===== src/rtl/bus_rate_pkg.sv =====
package bus_rate_pkg;
   parameter int unsigned BRG_CNT_W_DEF = 16;
   parameter int unsigned BRG_NUM_CS_DEF = 4;

   typedef enum logic [1:0] {
      SEL_SHARED = 2'd0,
      SEL_DUAL   = 2'd1,
      SEL_QUAD   = 2'd2
   } brg_sel_mode_e;
endpackage


===== src/rtl/brg_count_sel.sv =====
module brg_count_sel
   import bus_rate_pkg::*;
#(
   parameter int unsigned CNT_W  = BRG_CNT_W_DEF,
   parameter int unsigned NUM_CS = BRG_NUM_CS_DEF,
   localparam int unsigned CS_W  = $clog2(NUM_CS)
) (
   input  logic [NUM_CS*CNT_W-1:0] counts_i,
   input  logic [CS_W-1:0]         cs_idx_i,
   input  logic                    per_cs_en_i,
   input  logic                    quad_i,
   output logic [CNT_W-1:0]        count_o
);
   brg_sel_mode_e     mode;
   logic [CS_W-1:0]   slot;
   logic [CNT_W-1:0]  slot_cnt [NUM_CS];

   for (genvar i = 0; i < NUM_CS; i++) begin : g_slot
      assign slot_cnt[i] = counts_i[i*CNT_W +: CNT_W];
   end

   if (NUM_CS == 4) begin : g_quad
      always_comb begin
         if (!per_cs_en_i)  mode = SEL_SHARED;
         else if (quad_i)   mode = SEL_QUAD;
         else               mode = SEL_DUAL;
      end
   end else begin : g_dual
      always_comb mode = per_cs_en_i ? SEL_DUAL : SEL_SHARED;
   end

   always_comb begin
      slot = '0;
      case (mode)
         SEL_DUAL: slot[0] = cs_idx_i[0];
         SEL_QUAD: slot    = cs_idx_i;
         default:  slot    = '0;
      endcase
   end

   assign count_o = slot_cnt[slot];
endmodule


===== src/rtl/brg_switch_det.sv =====
module brg_switch_det
   import bus_rate_pkg::*;
#(
   parameter int unsigned CNT_W = BRG_CNT_W_DEF
) (
   input  logic             clk,
   input  logic             rst_n,
   input  logic             start_i,
   input  logic             per_cs_en_i,
   input  logic [CNT_W-1:0] count_i,
   output logic             adjust_o
);
   logic [CNT_W-1:0] last_q;
   logic             seen_q;

   always_ff @(posedge clk or negedge rst_n) begin
      if (!rst_n) begin
         last_q <= '0;
         seen_q <= 1'b0;
      end else if (start_i) begin
         last_q <= count_i;
         seen_q <= 1'b1;
      end
   end

   assign adjust_o = per_cs_en_i && seen_q && (count_i != last_q);

   // a start that keeps the rate leaves the remembered rate untouched
   assert_same_rate_kept_R8: assert property (@(posedge clk) disable iff (!rst_n)
      (start_i && seen_q && !adjust_o && per_cs_en_i) |=> $stable(last_q));
endmodule


===== src/rtl/brg_divider.sv =====
module brg_divider
   import bus_rate_pkg::*;
#(
   parameter int unsigned CNT_W = BRG_CNT_W_DEF
) (
   input  logic             clk,
   input  logic             rst_n,
   input  logic             start_i,
   input  logic [CNT_W-1:0] load_i,
   input  logic             adjust_i,
   output logic             tick_o,
   output logic             busy_o
);
   logic [CNT_W-1:0] cnt_q;
   logic [CNT_W-1:0] reload_q;
   logic             run_q;
   logic             hold_q;

   always_ff @(posedge clk or negedge rst_n) begin
      if (!rst_n) begin
         cnt_q    <= '0;
         reload_q <= '0;
         run_q    <= 1'b0;
         hold_q   <= 1'b0;
      end else if (start_i) begin
         cnt_q    <= load_i;
         reload_q <= load_i;
         run_q    <= 1'b1;
         hold_q   <= adjust_i;
      end else if (run_q) begin
         if (hold_q)             hold_q <= 1'b0;
         else if (cnt_q == '0)   cnt_q  <= reload_q;
         else                    cnt_q  <= cnt_q - 1'b1;
      end
   end

   assign tick_o = run_q && !hold_q && (cnt_q == '0);
   assign busy_o = hold_q;

   // counter stays within the latched count
   assert_cnt_in_range_R2: assert property (@(posedge clk) disable iff (!rst_n)
      run_q |-> (cnt_q <= reload_q));
   // a nonzero count never gives back-to-back ticks
   assert_no_double_tick_R2: assert property (@(posedge clk) disable iff (!rst_n)
      (tick_o && !start_i && reload_q != '0) |=> !tick_o);
   // a zero count ticks on every cycle once counting
   assert_zero_count_ticks_R3: assert property (@(posedge clk) disable iff (!rst_n)
      (run_q && !hold_q && reload_q == '0 && !start_i) |=> tick_o);
   // realignment lasts a single cycle
   assert_busy_one_cycle_R7: assert property (@(posedge clk) disable iff (!rst_n)
      (busy_o && !start_i) |=> !busy_o);
endmodule


===== src/rtl/bus_rate_gen.sv =====
module bus_rate_gen
   import bus_rate_pkg::*;
#(
   parameter int unsigned CNT_W  = BRG_CNT_W_DEF,
   parameter int unsigned NUM_CS = BRG_NUM_CS_DEF,
   localparam int unsigned CS_W  = $clog2(NUM_CS),
   localparam int unsigned CFG_W = NUM_CS * CNT_W
) (
   input  logic             clk,
   input  logic             rst_n,
   input  logic             xfer_start,
   input  logic [CS_W-1:0]  cs_idx,
   input  logic             per_cs_en,
   input  logic             quad_mode,
   input  logic [CFG_W-1:0] cfg_counts,
   output logic             tick,
   output logic             rate_busy
);
   initial begin
      assert (NUM_CS == 2 || NUM_CS == 4)
         else $error("bus_rate_gen: NUM_CS must be 2 or 4");
      assert (CNT_W >= 1 && CNT_W <= 32)
         else $error("bus_rate_gen: CNT_W out of range");
   end

   logic [CNT_W-1:0] sel_count;
   logic             need_adjust;

   brg_count_sel #(.CNT_W(CNT_W), .NUM_CS(NUM_CS)) u_sel (
      .counts_i    (cfg_counts),
      .cs_idx_i    (cs_idx),
      .per_cs_en_i (per_cs_en),
      .quad_i      (quad_mode),
      .count_o     (sel_count)
   );

   brg_switch_det #(.CNT_W(CNT_W)) u_switch (
      .clk         (clk),
      .rst_n       (rst_n),
      .start_i     (xfer_start),
      .per_cs_en_i (per_cs_en),
      .count_i     (sel_count),
      .adjust_o    (need_adjust)
   );

   brg_divider #(.CNT_W(CNT_W)) u_div (
      .clk      (clk),
      .rst_n    (rst_n),
      .start_i  (xfer_start),
      .load_i   (sel_count),
      .adjust_i (need_adjust),
      .tick_o   (tick),
      .busy_o   (rate_busy)
   );

   // shared-rate mode never realigns
   assert_shared_no_busy_R4: assert property (@(posedge clk) disable iff (!rst_n)
      (xfer_start && !per_cs_en) |=> !rate_busy);
endmodule


===== config.mk =====
export PLATFORM = sky130hd
export DESIGN_NAME = bus_rate_gen
export DESIGN_NICKNAME = d
export VERILOG_FILES = /design/src/rtl/bus_rate_pkg.sv /design/src/rtl/brg_count_sel.sv /design/src/rtl/brg_switch_det.sv /design/src/rtl/brg_divider.sv /design/src/rtl/bus_rate_gen.sv
export SDC_FILE = /design/constraint.sdc
export NUM_CORES = 1
export LEC_CHECK = 0
export ABC_AREA = 0
export BUFFER_PORTS_ARGS = -buffer_cell sky130_fd_sc_hd__buf_2
export CAP_MARGIN = 20
export CORE_MARGIN = 2
export CORE_UTILIZATION = 47
export DETAILED_ROUTE_END_ITERATION = 12
export PLACE_DENSITY = 0.7
export SLEW_MARGIN = 15
export SYNTH_ARGS = -nofsm -noshare
export SYNTH_HDL_FRONTEND = slang
export SYNTH_HIERARCHICAL = 1
export SYNTH_SLANG_ARGS = --single-unit

===== constraint.sdc =====
create_clock -name clk -period 2.1 [get_ports clk]
set_clock_uncertainty 0.2 [all_clocks]
set_input_delay 0.105 -clock clk [delete_from_list [all_inputs] [get_ports clk]]
set_output_delay 0.105 -clock clk [all_outputs]
set_load 0.01 [all_outputs]

==> results.md <==
Synth:
- The number of synthesized flops with an enable pin is 0.
- The compound-cell area share of the yosys netlist is approximately 12%.
- By area, the combinational part of the netlist is dominated by simple AND/OR/NAND/NOR gates.
- After Yosys synthesis, full adders, half adders and majority gates account for less than 1% of the synthesized area.
- The number of warnings printed during yosys synthesis is 6.
- The synthesized netlist net count is about 430.
- The leading register cell type out of synthesis is dfrtp_1.
- The cell area that synthesis handed to floorplanning was about 0.0036 mm^2.
- For this run, asynchronously set or reset flops after synthesis account for 100.0%.
- Measured against the total synthesized area, the mux share comes to a little under an eighth.
- Summing the areas of all xor and xnor instances in the mapped netlist gives about 6.4% of the synthesized area.
- Each instance of the synthesized netlist takes up on average approximately 9.9 um^2.
- The synthesized netlist cell count is roughly 360.
- The basic-gate share of the synthesized area counting and, or, nand and nor cells is 27.11%.
- The synthesized netlist contains between 50 and 60 unique library cells.
- The portion of the post-synthesis area used by sequential elements is roughly 36%.
- After synthesis the netlist holds a flip-flop and latch count of 51.

Power and ir drop:
- The power after layout is roughly 2800 uW.
- The total power divided by cell area is approximately 630 mW/mm^2.
- The worst voltage drop across the vdd grid is about 0.35 mV.
- The leakage component of the power is between 0.0015 and 0.002 uW.

Route:
- In the routed design, unresolved DRC markers number 0.
- The violation count after the first detailed-routing iteration is between 200 and 250.
- In the final routed layout, each cell accounts on average for 16.51 um.
- The detail route stage leaves a number of antenna-violating nets equal to 0.
- The final wirelength is 9295 um.
- The first TritonRoute pass finished after 6 iterations.
- The per-cell via count in the routed design is about 5.7.
- The number of vias in the routed layout is roughly 3.2k.

STA:
- The final hold violation count is 0.
- At the pin with the least slew margin, the transition time is approximately 570 ps.
- The clock period minus worst slack is 2007 ps.
- Setup repair after global routing could not meet its margin everywhere.
- The number of setup violations in the final report is 0.
- The summed negative setup slack over all endpoints is 0 ps.
- The worst pin sits at a relative slew slack of roughly 62%.
- Dividing the final minimum period by the clock period gives 95.57%.
- Setup slack closes at 92.97 ps.
- The max-slew violation count is 0.
- Static timing analysis puts the maximum clock frequency at 0.4982 GHz.

GRT:
- The most crowded layer after global routing is met2.
- The fraction of met3 tracks used by global routing is about 3.0%.
- For this run, global-route usage on met2 was measured as about 41%.
- For met1 alone, demand over resource in global routing was 28.18%.
- The first global-routing pass estimated about 15000 um of wire.
- For this run, the total global-route usage over all layers was measured as between 20 and 25%.
- The number of antenna violations at the first check in global routing is 0.
- Entering global routing, the biggest net connects 34 pins.
- The sum of overflow across all layers after global routing is 0.
- The via count of the first global-routing pass is about 3.3k.

Clocking:
- The clock buffer count from CTS is 5.
- The later pin in the worst-skew pair is clocked with a latency of around 310 ps.
- In this run the clock root is driven by a clkbuf_8.
- The total clock sinks is 51.
- The CTS tree is built.
- Clock-pin slew was measured on the worst setup and hold paths at 100 ps.
- Counting along the longest clock path gives a buffer depth of 2.
- The H-tree was split into 2 levels.

Floorplan:
- The initial cell density of the core is between 40% and 50%.
- The floorplan step set the die width to 91.12 um.
- The floorplan step set the die height to 91.12 um.
- The standard cell core area is around 0.0073 mm^2.
- The number of top-level design ports is 73.
- The count of standard-cell rows is 31.
- The overall die area is roughly 0.0083 mm^2.

Cells and area:
- The post-route netlist has between 40% and 50% of its cells at a drive strength greater than 1.
- The final net count is ~540.
- The count of inserted antenna diode cells is 0.
- The area growth from synthesis to layout is 23.89%.

Setup path:
- The worst setup path is captured at a flop.
- In this design, the critical path's most frequently occurring cell is nor4_1.
- Traced cell by cell, the critical path runs through clkbuf_4 -> nand2_4 -> a211oi_1 -> nor4_1 -> xor2_1 -> nor4_1 -> buf_4 -> nand4_1 -> and3_1 -> nand2_1 -> o21ai_0.
- In this run the worst path has a maximum fanout of 19.
- The start point of the critical path is cs_idx[1].
- The data required time of the critical path is about 2100 ps.
- The largest single stage delay on the critical path is 480 ps.
- In this run the critical register-to-register path is launched from u_div/cnt_q[4]$_DFFE_PN0P_.
- The critical path startpoint category is an input pin.
- The arrival time of the worst setup path is 2000 ps.
- For this design, the slowest cell found on the critical path is nor4_1.
- The critical path in this run is classified as in2reg.

Worst hold path:
- The class of the worst hold path is in2async.

Flow run:
- The max capacitance violation total is 0.

Place:
- The placed wire-length estimate is 6922 um.
- During placement, the flow inserted port buffers numbering 72.
- The routability-driven placement congestion ratio is 0.8428.
- Timing analysis after detailed placement gives a worst setup slack of -338.6 ps.

Status:
- The run finished with clean final reports.
[state kept, by name, indices dropped and copies added (netlist names)]
signal           cells
u_div/busy_o         1
u_switch/seen_q      1
u_div/cnt_q         16
u_div/run_q          1
u_switch/last_q     16
u_div/reload_q      16
[worst max-delay path, delay by kind of cell]
family / cells / cell delay (ps)
xor+xnor: 1 / 120
buf+inv: 2 / 350
compound gates: 2 / 180
simple gates: 6 / 1230
[where the power goes]
| part | leakage [uW] | internal, uW | total [uW] | switching [uW] |
|---|---|---|---|---|
| clock network | 0.0000474 | 269 | 610 | 341 |
| logic | 0.00131 | 457 | 881 | 424 |
| registers | 0.000596 | 1130 | 1270 | 150 |
[cell families (layout without fill, tap and decap cells)]
family,count (synthesis),count (layout)
fa+ha+maj,2,2
xor+xnor,26,26
mux,37,37
compound gates,62,62
buf+inv,33,136
simple gates,150,150
flops,51,51
[area by class of cell]
cell class | instances | area, um^2
well taps | 99 | 123.9
fillers | 665 | 2873
clock inverters | 2 | 16.27
clock buffers | 6 | 82.58
multi-input cells | 277 | 2128
repair buffers | 122 | 768.2
inverters | 6 | 22.52
flip-flops and latches | 51 | 1277
[synth_stat cells, drive strengths merged (3+ instances only)]
library cell,instances,area [um^2]
nand3,6,30.03
dfrtp,51,1276
o21ai,17,85.08
and2,6,40.04
mux2,32,360.4
or3,3,23.77
a22oi,7,52.55
nor2b,4,25.02
nor4,27,250.2
nand2,11,56.30
xor2,25,219.0
a222oi,5,50.05
inv,5,18.77
nand4,4,25.02
a211oi,17,127.6
clkbuf,9,37.54
and3,17,106.4
nor2,39,146.4
nor3,21,160.2
mux2i,5,50.05
buf,18,162.7
nor3b,4,30.03
[cells in the final DEF (no fill, tap or decap), types with 11 or more instances in the layout]
| cell | Yosys | layout |
|---|---|---|
| mux2_2 | 32 | 32 |
| nor3_2 | 11 | 11 |
| a211oi_1 | 17 | 17 |
| dfrtp_1 | 51 | 50 |
| buf_2 | 7 | 70 |
| buf_4 | 1 | 47 |
| o21ai_0 | 17 | 16 |
| nor2_1 | 39 | 39 |
| nor4_2 | 13 | 15 |
| xor2_1 | 25 | 25 |
| and3_1 | 17 | 17 |
[layer usage]
metal | share of wire [%] | up-vias
met4 | 0.88 | 0
met5 | 0 | -
met3 | 4.0 | 9
met2 | 52 | 78
met1 | 43 | 1597
li1 | - | 1543
[through the flow]
step	cell area [um^2]	std cells	hold slack (ps)	util, %
after floorplan	3567	361	-390.6	-
after global placement	4237	553	-65.30	58.10
after detailed placement	4237	553	-71.47	58.10
after CTS	4377	564	102.2	60.02
after global routing	4419	563	159.3	60.60
final	4419	563	112.6	60.60
[what timing repair did]
item | CTS | global route
setup endpoints to repair | 2 | 4
gates cloned | 0 | 0
pin swaps | 0 | 1
resized for setup | 4 | 12
setup buffers | 2 | 0
hold buffers | 1 | 0
hold endpoints to repair | 22 | 0
[final timing paths]
path	slack (ps)	cells past startpoint	end
setup / recovery	90	11	u_div/busy_o$_DFFE_PN0P_
hold / removal	110	2	u_switch/last_q[11]$_DFFE_PN0P_
setup reg to reg	100	4	u_div/cnt_q[12]$_DFFE_PN0P_
hold reg to reg	290	1	u_switch/seen_q$_DFFE_PN0P_
max in group asynchronous	1030	3	u_div/cnt_q[4]$_DFFE_PN0P_
min in group clk	120	5	u_div/cnt_q[14]$_DFFE_PN0P_
No activity file was read; power rests on OpenSTA's default activity.
